[src/rtl/kbc_pkg.sv]
package kbc_pkg;
  parameter int unsigned KBC_BW = 8;
  typedef logic [KBC_BW-1:0] kbc_byte_t;

  localparam int unsigned MODE_KBD_OFF  = 4;
  localparam int unsigned MODE_AUX_OFF  = 5;
  localparam int unsigned MODE_XLAT     = 6;
  localparam int unsigned STAT_SELFTEST = 2;
  localparam int unsigned PORT_NRST     = 0;
  localparam int unsigned PORT_A20      = 1;

  typedef enum logic [3:0] {
    OP_BAD, OP_NOP, OP_SYSRST, OP_RD_MODE, OP_RD_PORT, OP_REPLY_K,
    OP_SELFTEST, OP_ARM, OP_KBD_OFF, OP_KBD_ON, OP_AUX_OFF, OP_AUX_ON,
    OP_A20_OFF, OP_A20_ON
  } kbc_op_e;

  typedef enum logic [2:0] {
    PW_NONE, PW_MODE, PW_PORT, PW_KREP, PW_AREP, PW_AUX
  } kbc_pw_e;

  typedef struct packed {
    kbc_op_e   op;
    kbc_pw_e   arm;
    kbc_byte_t konst;
  } kbc_dec_t;
endpackage

[src/rtl/kbc_cmd_decode.sv]
module kbc_cmd_decode
  import kbc_pkg::*;
(
  input  kbc_byte_t cmd_i,
  output kbc_dec_t  dec_o
);
  always_comb begin
    dec_o       = '0;
    dec_o.op    = OP_BAD;
    dec_o.arm   = PW_NONE;
    dec_o.konst = '0;
    if (cmd_i[7:4] == 4'hF) begin
      dec_o.op = cmd_i[0] ? OP_NOP : OP_SYSRST;
    end else begin
      case (cmd_i)
        8'h20: dec_o.op = OP_RD_MODE;
        8'h60: begin dec_o.op = OP_ARM; dec_o.arm = PW_MODE; end
        8'hD1: begin dec_o.op = OP_ARM; dec_o.arm = PW_PORT; end
        8'hD2: begin dec_o.op = OP_ARM; dec_o.arm = PW_KREP; end
        8'hD3: begin dec_o.op = OP_ARM; dec_o.arm = PW_AREP; end
        8'hD4: begin dec_o.op = OP_ARM; dec_o.arm = PW_AUX;  end
        8'hA7: dec_o.op = OP_AUX_OFF;
        8'hA8: dec_o.op = OP_AUX_ON;
        8'hAD: dec_o.op = OP_KBD_OFF;
        8'hAE: dec_o.op = OP_KBD_ON;
        8'hA9, 8'hAB: begin dec_o.op = OP_REPLY_K; dec_o.konst = 8'h00; end
        8'hC0: begin dec_o.op = OP_REPLY_K; dec_o.konst = 8'h80; end
        8'hAA: begin dec_o.op = OP_SELFTEST; dec_o.konst = 8'h55; end
        8'hD0: dec_o.op = OP_RD_PORT;
        8'hDD: dec_o.op = OP_A20_OFF;
        8'hDF: dec_o.op = OP_A20_ON;
        default: dec_o.op = OP_BAD;
      endcase
    end
  end
endmodule

[src/rtl/kbc_outport.sv]
module kbc_outport
  import kbc_pkg::*;
#(
  parameter kbc_byte_t RST_VAL = 8'hCF
)(
  input  logic      clk,
  input  logic      rst,
  input  logic      wr_i,
  input  kbc_byte_t wr_val_i,
  input  logic      a20_set_i,
  input  logic      a20_clr_i,
  input  logic      pulse_rst_i,
  output kbc_byte_t port_o,
  output logic      a20_o,
  output logic      sys_rst_o
);
  kbc_byte_t port_q;
  logic      rst_q;

  always_ff @(posedge clk) begin
    if (rst) begin
      port_q <= RST_VAL;
      rst_q  <= 1'b0;
    end else begin
      rst_q <= pulse_rst_i;
      if (wr_i) begin
        port_q <= wr_val_i;
        if (!wr_val_i[PORT_NRST]) rst_q <= 1'b1;
      end else if (a20_set_i) begin
        port_q[PORT_A20] <= 1'b1;
      end else if (a20_clr_i) begin
        port_q[PORT_A20] <= 1'b0;
      end
    end
  end

  assign port_o    = port_q;
  assign a20_o     = port_q[PORT_A20];
  assign sys_rst_o = rst_q;


  a20_on_chk: assert property (@(posedge clk) disable iff (rst)
    (a20_set_i && !wr_i) |=> a20_o);

  port_rst_chk: assert property (@(posedge clk) disable iff (rst)
    (wr_i && !wr_val_i[PORT_NRST]) |=> (sys_rst_o && port_o == $past(wr_val_i)));
endmodule

[src/rtl/kbc_cmd_engine.sv]
module kbc_cmd_engine
  import kbc_pkg::*;
#(
  parameter kbc_byte_t MODE_RST = 8'h03,
  parameter kbc_byte_t STAT_RST = 8'h18,
  parameter kbc_byte_t PORT_RST = 8'hCF
)(
  input  logic            clk,
  input  logic            rst,
  input  logic            cmd_wr_i,
  input  logic [7:0]      cmd_byte_i,
  input  logic            dat_wr_i,
  input  logic [7:0]      dat_byte_i,
  output logic            rep_vld_o,
  output logic [7:0]      rep_byte_o,
  output logic            rep_aux_o,
  output logic            kbd_tx_vld_o,
  output logic [7:0]      kbd_tx_byte_o,
  output logic            aux_tx_vld_o,
  output logic [7:0]      aux_tx_byte_o,
  output logic [7:0]      mode_o,
  output logic [7:0]      status_o,
  output logic [7:0]      outport_o,
  output logic            xlat_en_o,
  output logic            a20_o,
  output logic            sys_rst_o,
  output logic            bad_cmd_o
);
  kbc_dec_t  dec;
  kbc_pw_e   pend_q;
  kbc_byte_t mode_q, stat_q, port_w;
  logic      cmd_go, dat_go;

  assign cmd_go = cmd_wr_i;
  assign dat_go = dat_wr_i && !cmd_wr_i;

  kbc_cmd_decode u_dec (
    .cmd_i (cmd_byte_i),
    .dec_o (dec)
  );

  kbc_outport #(.RST_VAL(PORT_RST)) u_port (
    .clk         (clk),
    .rst         (rst),
    .wr_i        (dat_go && pend_q == PW_PORT),
    .wr_val_i    (dat_byte_i),
    .a20_set_i   (cmd_go && dec.op == OP_A20_ON),
    .a20_clr_i   (cmd_go && dec.op == OP_A20_OFF),
    .pulse_rst_i (cmd_go && dec.op == OP_SYSRST),
    .port_o      (port_w),
    .a20_o       (a20_o),
    .sys_rst_o   (sys_rst_o)
  );

  always_ff @(posedge clk) begin
    if (rst) begin
      mode_q        <= MODE_RST;
      stat_q        <= STAT_RST;
      pend_q        <= PW_NONE;
      rep_vld_o     <= 1'b0;
      rep_byte_o    <= '0;
      rep_aux_o     <= 1'b0;
      kbd_tx_vld_o  <= 1'b0;
      kbd_tx_byte_o <= '0;
      aux_tx_vld_o  <= 1'b0;
      aux_tx_byte_o <= '0;
      bad_cmd_o     <= 1'b0;
    end else begin
      rep_vld_o    <= 1'b0;
      kbd_tx_vld_o <= 1'b0;
      aux_tx_vld_o <= 1'b0;
      bad_cmd_o    <= 1'b0;
      if (cmd_go) begin
        case (dec.op)
          OP_BAD:     bad_cmd_o <= 1'b1;
          OP_RD_MODE: begin rep_vld_o <= 1'b1; rep_byte_o <= mode_q; rep_aux_o <= 1'b0; end
          OP_RD_PORT: begin rep_vld_o <= 1'b1; rep_byte_o <= port_w; rep_aux_o <= 1'b0; end
          OP_REPLY_K: begin rep_vld_o <= 1'b1; rep_byte_o <= dec.konst; rep_aux_o <= 1'b0; end
          OP_SELFTEST: begin
            stat_q[STAT_SELFTEST] <= 1'b1;
            rep_vld_o  <= 1'b1;
            rep_byte_o <= dec.konst;
            rep_aux_o  <= 1'b0;
          end
          OP_ARM:     pend_q <= dec.arm;
          OP_KBD_OFF: mode_q[MODE_KBD_OFF] <= 1'b1;
          OP_KBD_ON:  mode_q[MODE_KBD_OFF] <= 1'b0;
          OP_AUX_OFF: mode_q[MODE_AUX_OFF] <= 1'b1;
          OP_AUX_ON:  mode_q[MODE_AUX_OFF] <= 1'b0;
          default: ;
        endcase
      end else if (dat_go) begin
        pend_q <= PW_NONE;
        case (pend_q)
          PW_NONE: begin
            kbd_tx_vld_o  <= 1'b1;
            kbd_tx_byte_o <= dat_byte_i;
            mode_q[MODE_KBD_OFF] <= 1'b0;
          end
          PW_AUX: begin
            aux_tx_vld_o  <= 1'b1;
            aux_tx_byte_o <= dat_byte_i;
            mode_q[MODE_AUX_OFF] <= 1'b0;
          end
          PW_MODE: mode_q <= dat_byte_i;
          PW_KREP: begin rep_vld_o <= 1'b1; rep_byte_o <= dat_byte_i; rep_aux_o <= 1'b0; end
          PW_AREP: begin rep_vld_o <= 1'b1; rep_byte_o <= dat_byte_i; rep_aux_o <= 1'b1; end
          default: ;
        endcase
      end
    end
  end

  assign mode_o    = mode_q;
  assign status_o  = stat_q;
  assign outport_o = port_w;
  assign xlat_en_o = mode_q[MODE_XLAT];


  bad_hold_chk: assert property (@(posedge clk) disable iff (rst)
    (cmd_wr_i && dec.op == OP_BAD) |=>
      (bad_cmd_o && $stable(mode_q) && $stable(stat_q) && $stable(pend_q) && $stable(port_w)));

  selftest_chk: assert property (@(posedge clk) disable iff (rst)
    (cmd_wr_i && dec.op == OP_SELFTEST) |=>
      (stat_q[STAT_SELFTEST] && rep_vld_o && rep_byte_o == 8'h55));

  kbd_route_chk: assert property (@(posedge clk) disable iff (rst)
    (dat_wr_i && !cmd_wr_i && pend_q == PW_NONE) |=>
      (kbd_tx_vld_o && !mode_q[MODE_KBD_OFF] && kbd_tx_byte_o == $past(dat_byte_i)));

  disarm_chk: assert property (@(posedge clk) disable iff (rst)
    (dat_wr_i && !cmd_wr_i) |=> (pend_q == PW_NONE));

  one_sink_chk: assert property (@(posedge clk) disable iff (rst)
    $onehot0({rep_vld_o, kbd_tx_vld_o, aux_tx_vld_o}));
endmodule

[config.mk]
export PLATFORM = sky130hd
export DESIGN_NAME = kbc_cmd_engine
export DESIGN_NICKNAME = d
export VERILOG_FILES = /design/src/rtl/kbc_pkg.sv /design/src/rtl/kbc_cmd_decode.sv /design/src/rtl/kbc_outport.sv /design/src/rtl/kbc_cmd_engine.sv
export SDC_FILE = /design/constraint.sdc
export NUM_CORES = 1
export LEC_CHECK = 0
export ABC_AREA = 1
export BUFFER_PORTS_ARGS = -buffer_cell sky130_fd_sc_hd__buf_2
export CORE_MARGIN = 2
export CORE_UTILIZATION = 32
export DETAILED_ROUTE_END_ITERATION = 7
export PLACE_DENSITY = 0.52
export SYNTH_ARGS = -nofsm -noshare
export SYNTH_HDL_FRONTEND = slang
export SYNTH_HIERARCHICAL = 1
export SYNTH_SLANG_ARGS = --single-unit
[constraint.sdc]
create_clock -name clk -period 2.4 [get_ports clk]
set_input_delay 0.24 -clock clk [delete_from_list [all_inputs] [get_ports clk]]
set_output_delay 0.24 -clock clk [all_outputs]
set_load 0.005 [all_outputs]
==> results of run 1 <==
-- cells in the mapped netlist, drive strengths merged --
| library cell | n | area (um2) |
|---|---|---|
| nor2 | 89 | 424 |
| nand2 | 95 | 420 |
| nand3 | 41 | 255 |
| inv | 42 | 160 |
| conb | 3 | 11.3 |
| nor4 | 1 | 6.26 |
| a31oi | 2 | 12.5 |
| clkbuf | 3 | 11.3 |
| and3 | 1 | 6.26 |
| o31ai | 2 | 15.0 |
| clkinv | 1 | 3.75 |
| buf | 23 | 179 |
| nand4 | 11 | 68.8 |
| dfxtp | 50 | 1000 |
| o21ai | 27 | 139 |
| nand3b | 1 | 7.51 |
| o211ai | 1 | 7.51 |
| or2 | 4 | 25.0 |
| nor3 | 6 | 35.0 |
| a21oi | 13 | 68.8 |
-- registers in the layout, summed over array words and instances (netlist names) --
signal / cells
u_port/port_o: 8
kbd_tx_vld_o: 1
bad_cmd_o: 1
u_port/sys_rst_o: 1
aux_tx_vld_o: 1
rep_aux_o: 1
aux_tx_byte_o: 8
rep_vld_o: 1
status_o: 1
rep_byte_o: 8
pend_q: 3
mode_o: 8
kbd_tx_byte_o: 8
-- metal layers --
layer / up-vias / global-route usage [%] / part of all wire (%)
met5: - / 0 / 0
met4: 0 / 3.27 / 0.79
met3: 4 / 2.70 / 5.5
met2: 89 / 24.2 / 44
met1: 1234 / 23.9 / 50
li1: 1420 / - / -
-- per-stage QoR --
| stage | total power (uW) | hold WS [ps] | util, % | setup slack [ps] | instances |
|---|---|---|---|---|---|
| floorplan | 1010 | 309 | - | 526 | 423 |
| global placement | 1070 | 440 | 36.9 | 35.3 | 577 |
| detailed placement | 1070 | 447 | 36.9 | 64.3 | 577 |
| CTS | 1550 | 219 | 37.8 | 383 | 584 |
| global route | 1610 | 255 | 37.8 | 221 | 584 |
| finish | 1540 | 229 | 37.8 | 407 | 584 |
-- where the power goes --
| part | internal [uW] | total [uW] | switching [uW] |
|---|---|---|---|
| Sequential | 844 | 852 | 7.80 |
| Combinational | 61.6 | 196 | 134 |
| Clock | 200 | 494 | 294 |
-- cells by family (layout without fill, tap and decap cells) --
group | count (synthesis) | in the layout
other | 3 | 10
and+or+nand+nor | 249 | 249
DFF | 50 | 50
AOI/OAI and AO/OA | 45 | 45
buffers and inverters | 69 | 122
-- worst paths after layout --
path	startpoint	endpoint	cells after the start
worst max-delay path	cmd_byte_i[0]	rep_byte_o[6]	17
worst min-delay path	dat_wr_i	rep_aux_o	3
worst max register to register	pend_q[2]	u_port/port_o[5]	7
worst min register to register	rep_byte_o[5]	rep_byte_o[5]	2
-- cell type report --
cell class	count	area (um2)	share of cell area (%)
Multi-Input combinational cell	304	1530	46.6
Sequential cell	50	1000	30.5
Timing Repair Buffer	72	370	11.3
Inverter	43	164	4.99
Tap cell	108	135	4.12
Clock buffer	5	68.8	2.10
Clock inverter	2	15.0	0.457
-- worst min-delay path, cell delays in order --
cell and delay [ps]:
buf_2 130, nand2_1 80, o21ai_2 50
==> results.tsv, run 1 <==
stage	metric	value	unit
job	cap_viol_max_count	0	
power	power_density	469	nW/um2
yosys	synth_area	2860	um2
worst_setup_path	startpoint_type	primary input	
worst_setup_path	path_delay_family	simple AND/OR/NAND/NOR gates	
cells_and_area	layout_common_cells	79 x nand2_1, 76 x nor2_1, 68 x buf_2, 50 x dfxtp_1, 34 x nand3_1	
worst_setup_path	critPathMaxStageDelay	260	ps
clocking	cts_sinks	50	
yosys	synth_warnings	6	
worst_setup_path	cp_max_fo	9	
worst_setup_path	cp.required	2610	ps
yosys	ys_types	37	
timing	fmax	502	MHz
yosys	ys_seq_area_share	35.0	%
worst_setup_path	cpMostUsedCell	nand2_1	
yosys	synth_adder_area_share	0	%
drt	drt_wl_total	7940	um
yosys	synth.area.mux_share	0	%
timing	layout_min_cycle_time	1990	ps
yosys	synth-xor-area-share	0	%
yosys	synth_cells	416	
cells_and_area	nets	496	
timing	min_period_over_period	83.0	%
timing	max_slew_margin	39.1	%
power	p_leak	0.00161	uW
die	top_level_ports	76	
grt	grt_overflow	0	
timing	finClkSkew	12.0	ps
drt	drt_iter0_drc	166	
yosys	synth_top_family_by_area	simple AND/OR/NAND/NOR gates	
timing	hold_viol	0	
die	rows	34	
power	ir_drop	0.247	mV
placement	hpwl	5950	um
timing	rsz0062_at_grt	false	
cells_and_area	final_cell_area	3280	um2
die	die-area	9700	um2
clocking	clockRootBuffer	clkbuf_8	
clocking	h-tree-depth	2	
placement	placed_area	3200	um2
placement	port_buffers	68	
clocking	postCtsSetupRepairBufs	0	
grt	grt_usage	16.0	%
drt	postRouteAntennaNets	0	
drt	via_per_inst	4.70	
grt	grt_pass1_vias	2487	
cells_and_area	drive_gt1_share	27.9	%
placement	gp_congestion	0.820	
worst_hold_path	hold_path_class	primary input to flop	
yosys	synth_seq_cells	50	
cells_and_area	layout_commonest_cell	nand2_1	
die	die_x	98.5	um
cells_and_area	area_growth	14.9	%
status	status	complete, no violations	
worst_setup_path	slowest_stage	nand4_1	
cells_and_area	filler_cell_count	962	
clocking	cts_made_buffers	5	
worst_setup_path	critPathArrivalTime	2200	ps
worst_setup_path	path_class	primary input to flop	
die	chipHeight	98.5	um
worst_setup_path	reg2reg_setup_slack	990	ps
yosys	synth_compound_area_share	8.49	%
clocking	cts.path.max_buffers	2	
clocking	ctsResizeCount	0	
worst_setup_path	end_kind	flop	
timing	worstMarginPinSlew	912	ps
drt	num_vias	2747	
timing	slew_viol_final	0	
clocking	clk_latency	310	ps
cells_and_area	diodes	0	
drt	firstDrtPassIters	5	
clocking	clk_pin_slew	100	ps
clocking	tritoncts	done	
grt	grt_max_degree	32	
yosys	syn_area_per_cell	6.87	um2
grt	antenna_found_initial	0	
die	initial_utilization	32.9	%
worst_setup_path	cp.buffers_inverters	2	
drt	drc	0	
grt	grt_pass1_wl	12500	um
worst_setup_path	path_cells	buf_2 > nand2_1 > clkinv_1 > nand2_1 > nand2_1 > nand2_1 > nand3_2 > nor2_2 > nand4_1 > nand2_2 > nand3_4 > nor2_2 > nor2_8 > nand2_8 > nand2_1 > nor2_1 > nor2_1	
timing	fin_setup_tns	0	ps
die	core	8680	um2
timing	setup_viol	0	
clocking	hold_buffers	0	
drt	wire_per_inst	13.6	um
yosys	synthSimpleGateAreaFrac	43.7	%
(Power assumes the default switching activity.)
==> run 2, diff against run 1 <==
- PLACE_DENSITY: 0.52 -> 0.54
- clock period: 2.4 -> 1.72 ns (I/O delays scaled with it)
==> results.tsv, run 2 (synthesis results as in run 1) <==
stage	metric	value	unit	change
clocking	clk_pin_slew	90	ps	about the same
clocking	hold_buffers	0		unchanged
worst_hold_path	min_from	dat_wr_i		
power	switching_power	645	uW	+48%
worst_setup_path	end_kind	flop		
worst_setup_path	cp_max_fo	7		-2
power	power_density	618	nW/um2	+32%
power	ir_drop	0.477	mV	+93%
die	die-area	9700	um2	unchanged
worst_setup_path	slowest_stage	nor2_4		
cells_and_area	ff_latch_area	1000	um2	unchanged
grt	gr-usage-met3	2.55	%	-0.14 points
grt	gr-max-usage-layer	met2		
clocking	cts.path.max_buffers	2		unchanged
worst_setup_path	critPathArrivalTime	1800	ps	-400 ps
drt	postRouteAntennaNets	0		unchanged
worst_setup_path	path_class	primary input to flop		
worst_setup_path	crit_start	cmd_byte_i[6]		
grt	met1_usage	23.6	%	-0.31 points
cells_and_area	filler_cell_count	900		-6.4%
job	cap_viol_max_count	0		unchanged
timing	rsz0062_at_grt	true		
cells_and_area	diodes	0		unchanged
grt	grt_pass1_vias	2673		+7.5%
power	p_int	1770	uW	+60%
clocking	cts_sinks	50		unchanged
timing	layout_min_cycle_time	1610	ps	
worst_setup_path	r2r_cells	7		unchanged
worst_setup_path	crit_path_end	pend_q[1]		
drt	drc	0		unchanged
placement	gp_congestion	0.870		+6.1%
clocking	tritoncts	done		
timing	hold_viol	0		unchanged
drt	drt_iter0_drc	159		-4.2%
die	chipHeight	98.5	um	unchanged
drt	wire_per_inst	13.5	um	-0.83%
timing	fin_hold_ws	171	ps	-57.4 ps
worst_setup_path	path_cells	buf_2 > nand2_2 > nor2_4 > inv_4 > nor3_4 > nor2_1 > nand4_1 > buf_6 > inv_4 > nor2_4 > buf_2 > buf_4 > nand2_1 > nand3_1 > a21oi_1		
placement	hpwl	6220	um	+4.5%
worst_setup_path	r2r-end	u_port/port_o[6]		
grt	antenna_found_initial	0		unchanged
power	p_leak	0.00191	uW	+18%
cells_and_area	layout_commonest_cell	nor2_1		
cells_and_area	nets	537		+8.3%
worst_setup_path	startpoint_type	primary input		
worst_hold_path	hold_path_class	primary input to flop		
grt	grt_usage	16.6	%	+0.67 points
power	combPwrFrac	16.1	%	+3.4 points
die	initial_utilization	32.9	%	unchanged
timing	finClkSkew	13.1	ps	+1.09 ps
timing	slew_viol_final	0		unchanged
power	seqPwrFrac	49.2	%	-6.0 points
timing	fin_setup_tns	0	ps	unchanged
die	top_level_ports	76		unchanged
worst_setup_path	critPathMaxStageDelay	180	ps	-80 ps
drt	drt_wl_total	8440	um	+6.3%
die	rows	34		unchanged
clocking	h-tree-depth	2		unchanged
timing	setup_viol	0		unchanged
worst_setup_path	cp.required	1910	ps	-700 ps
drt	firstDrtPassIters	4		-1
placement	port_buffers	68		unchanged
worst_setup_path	reg2reg_setup_slack	360	ps	-630 ps
cells_and_area	layout_common_cells	70 x nor2_1, 63 x buf_2, 61 x nand2_1, 50 x dfxtp_1, 43 x buf_4		
clocking	cts_made_buffers	5		unchanged
cells_and_area	area_growth	36.7	%	
drt	via_per_inst	4.67		-0.80%
timing	fmax	621	MHz	
worst_setup_path	timing.rr.start	pend_q[2]		
cells_and_area	drive_gt1_share	41.5	%	+14 points
cells_and_area	multiInputGateArea	1740	um2	+14%
cells_and_area	stdcell_count	626		+7.2%
die	die_x	98.5	um	unchanged
placement	dp.cells	610		+5.7%
clocking	clk_latency	310	ps	about the same
power	clkPwrFrac	34.7	%	+2.6 points
die	core	8680	um2	unchanged
timing	min_period_over_period	93.7	%	
grt	grt_overflow	0		unchanged
drt	num_vias	2921		+6.3%
status	status	complete, no violations		
grt	grt_max_degree	18		-44%
power	p_sw_share	26.7	%	-1.6 points
grt	grt.met2_usage	26.4	%	+2.2 points
grt	grt_pass1_wl	13100	um	+4.6%
clocking	clockRootBuffer	clkbuf_8		
==> run 2: cell types whose count changed in the layout (fill, tap and decap cells not counted), moves of 5 or more <==
cell,before,now
nor2_1,76,70
buf_4,4,43
nand2_1,79,61
nand3_1,34,27
nand2_2,13,26
buf_2,68,63
nor2_4,6,13
==> run 2: power by group through the flow <==
stage	clock (uW)	sequential, uW	combinational (uW)
floorplan	0	1220	196
global placement	0	1210	329
detailed placement	0	1220	331
CTS	859	1190	332
global route	905	1190	421
finish	838	1190	389
==> run 2: repair_timing <==
| action | 4_1_cts | 5_1_grt |
|---|---|---|
| buffers inserted | 0 | 7 |
| setup endpoints to repair | 0 | 18 |
| gates resized for setup | 0 | 65 |
==> run 2: routing by layer <==
metal	part of all wire, %	up-vias
met5	0	-
met4	1.2	0
met3	5.1	6
met2	46	71
met1	48	1338
li1	-	1506
==> run 2: final cells by class <==
cell class              count  share of cell area [%]
multi-input cells         304                    44.5
repair buffers            113                    18.9
inverters                  43                    4.64
flip-flops and latches     50                    25.6
clock buffers               5                    1.76
well taps                 108                    3.46
clock inverters             3                    1.12
==> run 2: how the worst min path moves through the flow <==
stage / to / slack [ps] / depth (start not counted)
finish: rep_aux_o / 170 / 3
global route: rep_aux_o / 190 / 3
CTS: rep_aux_o / 170 / 3
detailed placement: rep_byte_o[7] / 450 / 2
global placement: rep_byte_o[4] / 440 / 2
floorplan: u_port/sys_rst_o / 240 / 1
==> run 2: critical path: cells and delay by family <==
kind,cells,cell delay [ps]
compound gates,1,60
simple gates,8,850
buf+inv,6,700
==> run 2: per-stage QoR <==
stage,area (um2),worst slack [ps],total power [uW],utilization [%]
final,3910,109,2420,45.0
after global routing,3910,-19.6,2520,45.0
after CTS,3630,2.20,2380,41.8
after detailed placement,3510,-306,1550,40.5
after global placement,3510,-269,1540,40.5
after floorplan,2940,-17.8,1410,-
==> run 3, diff against run 2 <==
- CORE_MARGIN: 2 -> 4
==> results.tsv, run 3 (synthesis results as in run 1) <==
stage	metric	value	unit	change
worst_setup_path	startpoint_type	primary input		
clocking	tritoncts	done		
die	die_x	103	um	+4.1%
die	core	8720	um2	+0.49%
power	ir_drop	0.291	mV	-39%
clocking	cts_made_buffers	5		unchanged
worst_setup_path	cpMostUsedCell	nor2_4		
worst_setup_path	critPathMaxStageDelay	190	ps	about the same
cells_and_area	final_cell_area	3850	um2	-1.4%
timing	layout_min_cycle_time	1660	ps	+44.1 ps
worst_hold_path	hold_path_class	primary input to flop		
worst_setup_path	r2r-end	u_port/port_o[0]		
cells_and_area	multiInputGateArea	1680	um2	-3.2%
clocking	h-tree-depth	2		unchanged
drt	wire_per_inst	13.3	um	-1.6%
timing	fin_setup_tns	0	ps	unchanged
cells_and_area	ff_latch_area	1000	um2	unchanged
cells_and_area	drive_gt1_share	38.8	%	-2.7 points
cells_and_area	area_growth	34.8	%	
worst_setup_path	r2r_cells	7		unchanged
worst_setup_path	path_delay_family	simple AND/OR/NAND/NOR gates		
die	top_level_ports	76		unchanged
timing	fmax	604	MHz	-2.7%
drt	via_per_inst	4.62		-1.0%
cells_and_area	finish.utilization	44.2	%	-0.85 points
die	initial_utilization	32.8	%	-0.16 points
worst_setup_path	reg2reg_setup_slack	340	ps	-20 ps
grt	grt_max_degree	32		+14
worst_hold_path	hold_end	rep_aux_o		
worst_setup_path	slowest_stage	nor2_8		
timing	finClkSkew	10.3	ps	-2.79 ps
drt	drt_wl_total	8270	um	-1.9%
drt	drt_iter0_drc	148		-6.9%
die	die-area	10500	um2	+8.3%
timing	finalWorstSetupSlack	64.5	ps	-44.1 ps
clocking	hold_buffers	0		unchanged
drt	firstDrtPassIters	4		unchanged
worst_setup_path	cp_max_fo	8		+1
grt	grt_overflow	0		unchanged
timing	setup_viol	0		unchanged
worst_setup_path	critPathArrivalTime	1900	ps	+100 ps
cells_and_area	filler_cell_count	873		-3.0%
timing	fin_hold_ws	170	ps	-1.23 ps
timing	rsz0062_at_grt	true		
placement	placed_area	3510	um2	unchanged
worst_setup_path	end_kind	flop		
placement	port_buffers	68		unchanged
clocking	clockRootBuffer	clkbuf_8		
clocking	clk_pin_slew	90	ps	about the same
grt	grt_usage	15.5	%	-1.2 points
worst_hold_path	min_from	dat_wr_i		
worst_setup_path	timing.rr.start	pend_q[2]		
job	cap_viol_max_count	0		unchanged
grt	antenna_found_initial	0		unchanged
drt	drc	0		unchanged
power	p_leak	0.00190	uW	-0.65%
cells_and_area	diodes	0		unchanged
grt	grt_pass1_vias	2598		-2.8%
clocking	clk_latency	300	ps	about the same
placement	gp_congestion	0.850		-2.3%
placement	pre_cts_slack	-373	ps	-67.0 ps
worst_hold_path	holdPathStages	3		unchanged
status	status	complete, no violations		
timing	min_period_over_period	96.2	%	+2.6 points
cells_and_area	layout_common_cells	72 x nor2_1, 65 x nand2_1, 60 x buf_2, 50 x dfxtp_1, 41 x buf_4		
cells_and_area	nets	535		-0.37%
clocking	cts_sinks	50		unchanged
die	rows	34		unchanged
drt	postRouteAntennaNets	0		unchanged
power	power_density	619	nW/um2	+0.12%
drt	num_vias	2882		-1.3%
worst_setup_path	cp.buffers_inverters	3		-3
worst_setup_path	cp.required	1960	ps	+50 ps
worst_setup_path	path_cells	buf_8 > inv_4 > nand2_4 > nor2_4 > buf_6 > nand2_4 > nand3_4 > nor2_4 > nand4_1 > nand2_2 > nand3_4 > nor2_4 > nor2_8 > nand2_8 > nor2_8 > nand2_2 > o21ai_2		
placement	hpwl	6240	um	+0.28%
grt	grt_pass1_wl	12900	um	-1.7%
timing	hold_viol	0		unchanged
cells_and_area	layout_commonest_cell	nor2_1		
clocking	cts.path.max_buffers	2		unchanged
die	chipHeight	103	um	+4.1%
worst_setup_path	path_class	primary input to flop		
timing	slew_viol_final	0		unchanged
==> run 3: stage by stage <==
step | total power [uW] | std cells
2_1_floorplan | 1410 | 423
3_3_place_gp | 1540 | 610
3_5_place_dp | 1540 | 610
4_1_cts | 2370 | 618
5_1_grt | 2490 | 624
6_report | 2380 | 624
==> run 3: worst max-delay path by stage <==
stage | cells after the start | startpoint | endpoint
2_1_floorplan | 16 | cmd_byte_i[5] | rep_aux_o
3_3_place_gp | 17 | cmd_byte_i[1] | rep_byte_o[1]
3_5_place_dp | 17 | cmd_byte_i[1] | rep_aux_o
4_1_cts | 14 | cmd_byte_i[5] | mode_o[4]
5_1_grt | 14 | cmd_byte_i[5] | mode_o[4]
6_report | 17 | cmd_byte_i[5] | rep_aux_o
==> run 3: routing by layer <==
| layer | GRT usage [%] | part of all wire, % |
|---|---|---|
| met1 | 23.0 | 50 |
| met4 | 2.12 | 0.53 |
| met5 | 0 | 0 |
| met2 | 24.3 | 45 |
| met3 | 2.30 | 4.8 |
==> run 3: cell type report <==
class / instances / area share (%)
clock buffers: 6 / 1.88
repair buffers: 111 / 19.4
multi-input cells: 304 / 43.7
clock inverters: 2 / 0.975
inverters: 43 / 4.58
flip-flops and latches: 50 / 26.0
well taps: 108 / 3.51
==> run 3: report_power, final <==
group	internal, uW	switching (uW)	total [uW]
Sequential	1180	10.2	1190
Combinational	150	221	371
Clock	434	391	826
==> run 3: repair_timing <==
item                       CTS  global route
gates resized for setup      2            50
setup endpoints to repair    9            14
setup buffers                0             6
cloned                       0             0
pin swaps                    4            32
==> run 3: worst register-to-register path: cells and delay by family (launching register included) <==
family | cells | cell delay (ps)
simple gates | 4 | 450
flops | 1 | 390
buf+inv | 2 | 370
compound gates | 1 | 80
